$ cat src/rtl/cmpcap_pkg.sv
package cmpcap_pkg;

  // Mode byte, bit 6 down to bit 0.
  typedef struct packed {
    logic ecom;     // bit 6: comparator enable
    logic capPos;   // bit 5: capture on rising input edge
    logic capNeg;   // bit 4: capture on falling input edge
    logic matFlag;  // bit 3: match raises event strobe
    logic togl;     // bit 2: match inverts output
    logic pwm;      // bit 1: pulse-width mode
    logic irqEn;    // bit 0: flag may request interrupt
  } modeT;

  // Strobes from control to datapath.
  typedef struct packed {
    logic capture;
    logic match;
    logic reload;
    logic pwmBelow;
  } strobeT;

  localparam logic [1:0] ADDR_MODE = 2'd0;
  localparam logic [1:0] ADDR_LO   = 2'd1;
  localparam logic [1:0] ADDR_HI   = 2'd2;

endpackage

$ cat src/rtl/cmpcap_ctrl.sv
module cmpcap_ctrl
  import cmpcap_pkg::*;
#(
  parameter int BYTE_W      = 8,
  parameter int SYNC_STAGES = 2,
  localparam int CNT_W      = 2 * BYTE_W
) (
  input  logic             clk,
  input  logic             rstN,
  input  logic [CNT_W-1:0] cntVal,
  input  logic             cntRun,
  input  logic             pinIn,
  input  logic             ecom,
  input  logic             capPos,
  input  logic             capNeg,
  input  logic             pwmOn,
  input  logic [CNT_W-1:0] ccQ,
  output strobeT           strb
);

  // Synchronizer stages plus one history bit for edge detection.
  logic [SYNC_STAGES:0] syncQ;
  logic                 hitPrev;
  logic                 hit;
  logic                 pinNow;
  logic                 pinOld;

  always_ff @(posedge clk) begin
    if (!rstN) begin
      syncQ   <= '0;
      hitPrev <= 1'b0;
    end else begin
      syncQ   <= {syncQ[SYNC_STAGES-1:0], pinIn};
      hitPrev <= hit;
    end
  end

  assign pinNow = syncQ[SYNC_STAGES-1];
  assign pinOld = syncQ[SYNC_STAGES];
  assign hit    = cntRun & ecom & (cntVal == ccQ);

  always_comb begin
    strb          = '0;
    strb.capture  = (capPos & pinNow & ~pinOld) | (capNeg & ~pinNow & pinOld);
    strb.match    = hit & ~hitPrev;
    strb.reload   = pwmOn & cntRun & (&cntVal[BYTE_W-1:0]);
    strb.pwmBelow = cntVal[BYTE_W-1:0] < ccQ[BYTE_W-1:0];
  end

endmodule

$ cat src/rtl/cmpcap_dpath.sv
module cmpcap_dpath
  import cmpcap_pkg::*;
#(
  parameter int BYTE_W = 8,
  localparam int CNT_W = 2 * BYTE_W
) (
  input  logic              clk,
  input  logic              rstN,
  input  logic [CNT_W-1:0]  cntVal,
  input  logic              wrEn,
  input  logic [1:0]        wrAddr,
  input  logic [BYTE_W-1:0] wrData,
  input  strobeT            strb,
  output modeT              modeQ,
  output logic [CNT_W-1:0]  ccQ,
  output logic              pinOut,
  output logic              evtStrobe
);

  localparam int MODE_W = $bits(modeT);

  logic wrMode;
  logic wrLo;
  logic wrHi;

  assign wrMode = wrEn & (wrAddr == ADDR_MODE);
  assign wrLo   = wrEn & (wrAddr == ADDR_LO);
  assign wrHi   = wrEn & (wrAddr == ADDR_HI);

  // Mode byte
  always_ff @(posedge clk) begin
    if (!rstN)       modeQ <= '0;
    else if (wrMode) modeQ <= modeT'(wrData[MODE_W-1:0]);
  end

  // Compare/capture register: software write first, then capture, then reload
  always_ff @(posedge clk) begin
    if (!rstN) begin
      ccQ <= '0;
    end else if (wrLo) begin
      ccQ[BYTE_W-1:0] <= wrData;
    end else if (wrHi) begin
      ccQ[CNT_W-1:BYTE_W] <= wrData;
    end else if (strb.capture) begin
      ccQ <= cntVal;
    end else if (strb.reload) begin
      ccQ[BYTE_W-1:0] <= ccQ[CNT_W-1:BYTE_W];
    end
  end

  // Output pin and event strobe
  always_ff @(posedge clk) begin
    if (!rstN) begin
      pinOut    <= 1'b0;
      evtStrobe <= 1'b0;
    end else begin
      evtStrobe <= strb.capture | (strb.match & modeQ.matFlag & ~modeQ.pwm);
      if (modeQ.pwm)                     pinOut <= ~strb.pwmBelow;
      else if (strb.match & modeQ.togl)  pinOut <= ~pinOut;
    end
  end

endmodule

$ cat src/rtl/cmpcap_channel.sv
module cmpcap_channel
  import cmpcap_pkg::*;
#(
  parameter int BYTE_W      = 8,
  parameter int SYNC_STAGES = 2,
  localparam int CNT_W      = 2 * BYTE_W
) (
  input  logic              clk,
  input  logic              rstN,
  input  logic [CNT_W-1:0]  cntVal,
  input  logic              cntRun,
  input  logic              pinIn,
  input  logic              wrEn,
  input  logic [1:0]        wrAddr,
  input  logic [BYTE_W-1:0] wrData,
  output logic              pinOut,
  output logic              evtStrobe,
  output logic              evtIrqEn,
  output logic [CNT_W-1:0]  capVal
);

  modeT             modeQ;
  strobeT           strb;
  logic [CNT_W-1:0] ccQ;

  cmpcap_ctrl #(.BYTE_W(BYTE_W), .SYNC_STAGES(SYNC_STAGES)) ctrl_i (
    .clk    (clk),
    .rstN   (rstN),
    .cntVal (cntVal),
    .cntRun (cntRun),
    .pinIn  (pinIn),
    .ecom   (modeQ.ecom),
    .capPos (modeQ.capPos),
    .capNeg (modeQ.capNeg),
    .pwmOn  (modeQ.pwm),
    .ccQ    (ccQ),
    .strb   (strb)
  );

  cmpcap_dpath #(.BYTE_W(BYTE_W)) dpath_i (
    .clk       (clk),
    .rstN      (rstN),
    .cntVal    (cntVal),
    .wrEn      (wrEn),
    .wrAddr    (wrAddr),
    .wrData    (wrData),
    .strb      (strb),
    .modeQ     (modeQ),
    .ccQ       (ccQ),
    .pinOut    (pinOut),
    .evtStrobe (evtStrobe)
  );

  assign evtIrqEn = modeQ.irqEn;
  assign capVal   = ccQ;

endmodule

$ cat config.mk
export PLATFORM = sky130hd
export DESIGN_NAME = cmpcap_channel
export DESIGN_NICKNAME = d
export VERILOG_FILES = /design/src/rtl/cmpcap_pkg.sv /design/src/rtl/cmpcap_ctrl.sv /design/src/rtl/cmpcap_dpath.sv /design/src/rtl/cmpcap_channel.sv
export SDC_FILE = /design/constraint.sdc
export NUM_CORES = 1
export LEC_CHECK = 0
export BUFFER_PORTS_ARGS = -buffer_cell sky130_fd_sc_hd__buf_2
export CORE_AREA = 2 2 75 105
export DETAILED_ROUTE_END_ITERATION = 8
export DIE_AREA = 0 0 77 107
export HOLD_SLACK_MARGIN = 0.06
export SYNTH_ARGS = -nofsm -noshare
export SYNTH_HDL_FRONTEND = slang
export SYNTH_HIERARCHICAL = 1
export SYNTH_SLANG_ARGS = --single-unit
$ cat constraint.sdc
create_clock -name clk -period 4.18 [get_ports clk]
set_input_delay 0.209 -clock clk [delete_from_list [all_inputs] [get_ports clk]]
set_output_delay 0.209 -clock clk [all_outputs]
set_load 0.005 [all_outputs]
==> impl_metrics.py, run 1 <==
metrics = {
    "timing": {
        "fmax_ghz": 0.498,
        "slew_violations": 0,
        "fin_setup_tns_ns": 0,
        "hold_violations": 0,
        "finalClockSkew_ns": 0.00626,
        "holdWs_ns": 0.130,
        "layout_min_cycle_time_ns": 2.01,
        "slew_headroom": 0.392,
        "fin_ws_ns": 2.17,
        "final-setup-viol-count": 0,
        "tightestPinTransition_ns": 0.911,
        "rsz0062_at_grt": "false",
        "finalCritPeriodShare": 0.480,
    },
    "global_route": {
        "grt_pass1_wl_um": 8280,
        "antenna_found_initial": 0,
        "grt_overflow": 0,
        "grt_pass1_vias": 1685,
        "grt_max_degree": 26,
        "track_usage": 0.126,
    },
    "finish": {
        "drive_gt1_frac": 0.284,
        "antenna_cells": 0,
        "multiInputGateArea_um2": 1070,
        "final_core_util": 0.297,
        "area_delta_synth_final_pct": 22.1,
        "seqCellArea_um2": 581,
        "nets": 281,
        "nFillCells": 846,
        "final_area_um2": 2170,
    },
    "logic_synthesis": {
        "synth_nets": 237,
        "postSynthCellCount": 198,
        "seq_area_frac_synth": 0.327,
        "synthTopCellsByArea": "dfxtp_1 (33%), mux2i_1 (9.0%), ha_1 (5.6%)",
        "syn_area_um2": 1780,
        "yosys_warnings": 6,
        "synthArstFlopShare": 0,
        "synth.most_common_cell": "dfxtp_1",
        "synth-seq-cells": 29,
        "synth-main-ff-cell": "dfxtp_1",
        "synthTopCellsByCount": "dfxtp_1 (29), nand2_1 (22), mux2i_1 (16)",
        "syn_avg_cell_area_um2": 8.97,
        "yosys.area.top_type_share": 0.327,
        "synth_edf_count": 0,
        "synth_cell_type_count": 40,
        "synth_largest_area_cell": "dfxtp_1",
    },
    "clock_tree": {
        "numCtsBuffers": 5,
        "ctsHtreeMaxLevel": 2,
        "insertion_delay_ns": 0.28,
        "cts.path.max_buffers": 2,
        "clockRootBuffer": "clkbuf_8",
        "cts_setup_buffers": 0,
        "cts.sinks": 29,
        "path_clk_slew_ns": 0.06,
        "post_cts_resized": 0,
        "holdBufCountCts": 0,
        "cts_tree": "yes",
    },
    "routing": {
        "via_per_inst": 4.79,
        "wl_per_cell_um": 14.9,
        "drtPass1Iterations": 4,
        "drtIter0Drc": 84,
        "drc_errors": 0,
        "drtAntennaViolNets": 0,
        "drt-total-wl_um": 5080,
        "num_vias": 1627,
    },
    "pwr": {
        "ir_worst_vdd_mv": 0.137,
        "powerDensity_nw_per_um2": 304,
        "power.leakage_uw": 0.000996,
    },
    "die": {
        "initial_core_util": 0.243,
        "core-area_um2": 7310,
        "row_count": 37,
        "die-area_um2": 8240,
        "die_h_um": 107,
        "die_w_um": 77,
        "io_pins": 50,
    },
    "placement": {
        "place_congestion": 0.807,
        "io_buffers": 49,
        "dp_hpwl_um": 4000,
        "placed_area_um2": 2070,
        "dp_slack_ns": 2.19,
    },
    "worst_setup_path": {
        "slowest_stage": "dfxtp_1",
        "crit_chain": "inv_1 -> ha_1 -> nand4_1 -> nor4_1 -> nand4_1 -> nor2_1 -> nand2_1 -> xnor2_1 -> o211a_1",
        "worstSetupPathType": "reg -> reg",
        "cp_max_fo": 3,
        "max_stage_delay_ns": 0.36,
        "required_ns": 4.36,
        "crit_family": "simple AND/OR/NAND/NOR gates",
        "worstPathArrival_ns": 2.18,
        "startpoint_type": "flop",
        "crit_path_end_kind": "flop",
        "critPathBufInv": 1,
        "crit_top_cell": "nand4_1",
    },
    "hold_path": {
        "min_path_type": "in -> reg",
    },
    "outcome": {
        "status": "finished, final reports clean",
    },
    "flow_run": {
        "max-cap-violations": 0,
    },
}
## cell families after synthesis
| kind of cell | share of synthesized area |
|---|---|
| AO/OA/AOI/OAI | 0.206 |
| buffers and inverters | 0.0718 |
| flip-flops | 0.327 |
| AND/OR/NAND/NOR | 0.154 |
| multiplexers | 0.141 |
| XOR/XNOR | 0.0444 |
| adder cells (fa/ha/maj) | 0.0563 |
## layout by cell type, fill, tap and decap left out, types with 2 or more instances in the layout
cell      count
a211oi_1      9
a21oi_1      10
a221oi_1      8
and2_1        3
buf_2        49
clkbuf_8      7
dfxtp_1      29
ha_1          8
inv_1        11
mux2_2        8
mux2i_1      16
nand2_1      22
nand2b_1      4
nand4_1       5
nor2_1        6
nor3_1        2
o21ai_0       7
o221ai_1      8
or2b_1        5
xor2_1        8
## routing by layer
| metal | share of wire | up-vias | GRT usage |
|---|---|---|---|
| met1 | 0.41 | 759 | 0.139 |
| met2 | 0.52 | 55 | 0.232 |
| met4 | 0.0083 | 0 | 0.0370 |
| met5 | 0 | - | 0 |
| met3 | 0.059 | 4 | 0.0362 |
| li1 | - | 809 | - |
## final timing paths
kind / start / end / slack, ns / depth (start not counted)
max: dpath_i/ccQ[6] / dpath_i/pinOut / 2.17 / 9
min reg2reg: ctrl_i/syncQ[0] / ctrl_i/syncQ[1] / 0.43 / 1
max reg2reg: dpath_i/ccQ[6] / dpath_i/pinOut / 2.17 / 9
min: pinIn / ctrl_i/syncQ[0] / 0.13 / 2
## registers in the layout, summed over array words and instances, names as in the netlist
register / flops
ctrl_i/hitPrev: 1
ctrl_i/syncQ: 3
dpath_i/ccQ: 16
dpath_i/evtStrobe: 1
dpath_i/modeQ: 7
dpath_i/pinOut: 1
## power breakdown
part	leakage (uW)	switching, uW	internal [uW]	total [uW]
clock network	0.0000542	107	149	256
logic	0.000706	58.1	48.3	106
registers	0.000236	10.2	287	297
total	0.000996	175	484	659
## stage by stage
step / total power [uW] / std cells
global placement: 409 / 332
CTS: 669 / 340
floorplan: 367 / 198
global route: 693 / 340
finish: 659 / 340
detailed placement: 410 / 332
## cell type report
type	instances	area share
inverters	12	0.0208
clock buffers	7	0.0444
well taps	97	0.0559
clock inverters	1	0.00231
flip-flops and latches	29	0.268
repair buffers	50	0.116
multi-input cells	144	0.493
(Power assumes the default switching activity.)
==> run 2: changes to the inputs <==
==> constraint.sdc (replaced) <==
create_clock -name clk -period 2 [get_ports clk]
set_input_delay 0.1 -clock clk [delete_from_list [all_inputs] [get_ports clk]]
set_output_delay 0.1 -clock clk [all_outputs]
set_load 0.005 [all_outputs]
==> impl_metrics.py, run 2 (synthesis gave the netlist of run 1 again) <==
metrics = {
    "outcome": {
        "status": "finished, final reports clean",
    },
    "placement": {
        "place_congestion": 0.798,
        "dp_hpwl_um": 3940,
        "io_buffers": 49,
    },
    "worst_setup_path": {
        "crit_chain": "inv_2 -> ha_4 -> nand4_1 -> nor4_1 -> nand4_1 -> nor2_2 -> nand2_1 -> xnor2_1 -> o211a_1",
        "rr_worst_depth": 9,
        "worstSetupPathType": "reg -> reg",
        "crit_family": "simple AND/OR/NAND/NOR gates",
        "crit_path_end_kind": "flop",
        "max_stage_delay_ns": 0.35,
        "critPathBufInv": 1,
        "ff2ff_setup_slack_ns": 0.18,
        "r2r-end": "dpath_i/pinOut",
        "crit_top_cell": "nand4_1",
        "rr_startpoint": "dpath_i/ccQ[6]",
        "cp_max_fo": 3,
        "worstPathArrival_ns": 2.00,
        "slowest_stage": "dfxtp_2",
        "required_ns": 2.17,
        "startpoint_type": "flop",
    },
    "finish": {
        "drive_gt1_frac": 0.322,
        "final_cell_mix": "buf_2 (49), dfxtp_1 (25), nand2_1 (22), mux2i_1 (16), a21oi_1 (10)",
        "area_delta_synth_final_pct": 25.2,
        "reg_top3": "dpath_i/ccQ x16, dpath_i/modeQ x7, ctrl_i/syncQ x3",
        "layout_commonest_cell": "buf_2",
        "antenna_cells": 0,
        "nets": 284,
        "largest_register": "dpath_i/ccQ",
        "largest_reg_flops": 16,
    },
    "routing": {
        "drtPass1Iterations": 4,
        "via_per_inst": 4.76,
        "drtAntennaViolNets": 0,
        "drt-total-wl_um": 5160,
        "drtIter0Drc": 69,
        "drc_errors": 0,
        "wl_per_cell_um": 15.1,
        "num_vias": 1628,
    },
    "timing": {
        "final-setup-viol-count": 0,
        "finalClockSkew_ns": 0.00776,
        "slew_headroom": 0.631,
        "tightestPinTransition_ns": 0.551,
        "holdWs_ns": 0.0950,
        "slew_violations": 0,
        "finalCritPeriodShare": 0.912,
        "fin_setup_tns_ns": 0,
        "layout_min_cycle_time_ns": 1.82,
        "hold_violations": 0,
        "fmax_ghz": 0.548,
        "rsz0062_at_grt": "false",
    },
    "hold_path": {
        "hp-start": "wrData[4]",
        "hold_depth": 3,
        "min_path_type": "in -> reg",
        "whs_endpoint": "dpath_i/modeQ[4]",
    },
    "clock_tree": {
        "cts_tree": "yes",
        "numCtsBuffers": 5,
        "cts_setup_buffers": 0,
        "cts.path.max_buffers": 2,
        "clockRootBuffer": "clkbuf_8",
        "path_clk_slew_ns": 0.07,
        "ctsHtreeMaxLevel": 2,
        "insertion_delay_ns": 0.28,
        "cts.sinks": 29,
    },
    "flow_run": {
        "max-cap-violations": 0,
    },
    "pwr": {
        "ir_worst_vdd_mv": 0.320,
        "power.leakage_uw": 0.00100,
        "powerDensity_nw_per_um2": 605,
    },
    "die": {
        "die_w_um": 77,
        "core-area_um2": 7310,
        "initial_core_util": 0.243,
        "io_pins": 50,
        "row_count": 37,
        "die_h_um": 107,
        "die-area_um2": 8240,
    },
    "global_route": {
        "grt_overflow": 0,
        "grt_pass1_vias": 1666,
        "antenna_found_initial": 0,
        "grt_max_degree": 25,
        "grt_pass1_wl_um": 8430,
        "track_usage": 0.130,
    },
}
run 2: changes by cell type in the layout (fill, tap and decap cells not counted), sizes merged:
cell,before,now
buf,50,52
clkinv,1,0
dlygate4sd3,0,1
run 2: repair_timing:
action                                  CTS  global route
resized for setup                         0            10
endpoints found under the setup margin    0             1
endpoints found under the hold margin     1             0
hold buffers                              1             0
run 2: per-layer routing:
metal  vias up  track usage  routed length (um)
met1       759        0.168                2320
met4         0       0.0370                  74
met5         -            0                   0
met3         7       0.0261                 249
li1        812            -                   -
met2        50        0.219                2520
run 2: worst register-to-register path: cells and delay by family, from the launching register on:
| family | cells | cell delay [ns] |
|---|---|---|
| xor+xnor | 1 | 0.13 |
| simple gates | 5 | 0.74 |
| fa+ha+maj | 1 | 0.26 |
| compound gates | 1 | 0.20 |
| buf+inv | 1 | 0.05 |
| flops | 1 | 0.35 |
run 2: layout make-up:
class | count | area (um2)
clock buffers | 7 | 86.3
fillers | 820 | 5090
inverters | 12 | 45.0
multi-input cells | 144 | 1110
flip-flops and latches | 29 | 586
well taps | 97 | 121
repair buffers | 53 | 278
run 2: through the flow:
stage / cells / util / power (uW) / area, um2 / worst slack, ns
final: 342 / 0.304 / 1350 / 2220 / 0.177
after global routing: 342 / 0.304 / 1420 / 2220 / 0.00916
after CTS: 342 / 0.298 / 1360 / 2180 / 0.0242
after detailed placement: 334 / 0.285 / 862 / 2080 / 0.0421
after global placement: 334 / 0.285 / 860 / 2080 / 0.0876
after floorplan: 198 / - / 767 / 1780 / 0.209
run 2: where the power goes:
part / leakage [uW] / internal [uW] / switching (uW)
combinational: 0.000721 / 109 / 127
sequential: 0.000238 / 600 / 20.9
clock: 0.0000443 / 273 / 217
total: 0.00100 / 981 / 364
run 2: worst max path at each step:
stage,startpoint,endpoint,slack (ns),cells past startpoint
global placement,dpath_i/ccQ[6],dpath_i/pinOut,0.09,9
global route,dpath_i/ccQ[7],dpath_i/pinOut,0.009,9
detailed placement,dpath_i/ccQ[6],dpath_i/pinOut,0.04,9
finish,dpath_i/ccQ[6],dpath_i/pinOut,0.18,9
CTS,dpath_i/ccQ[6],dpath_i/pinOut,0.02,9
floorplan,dpath_i/ccQ[6],dpath_i/pinOut,0.21,9
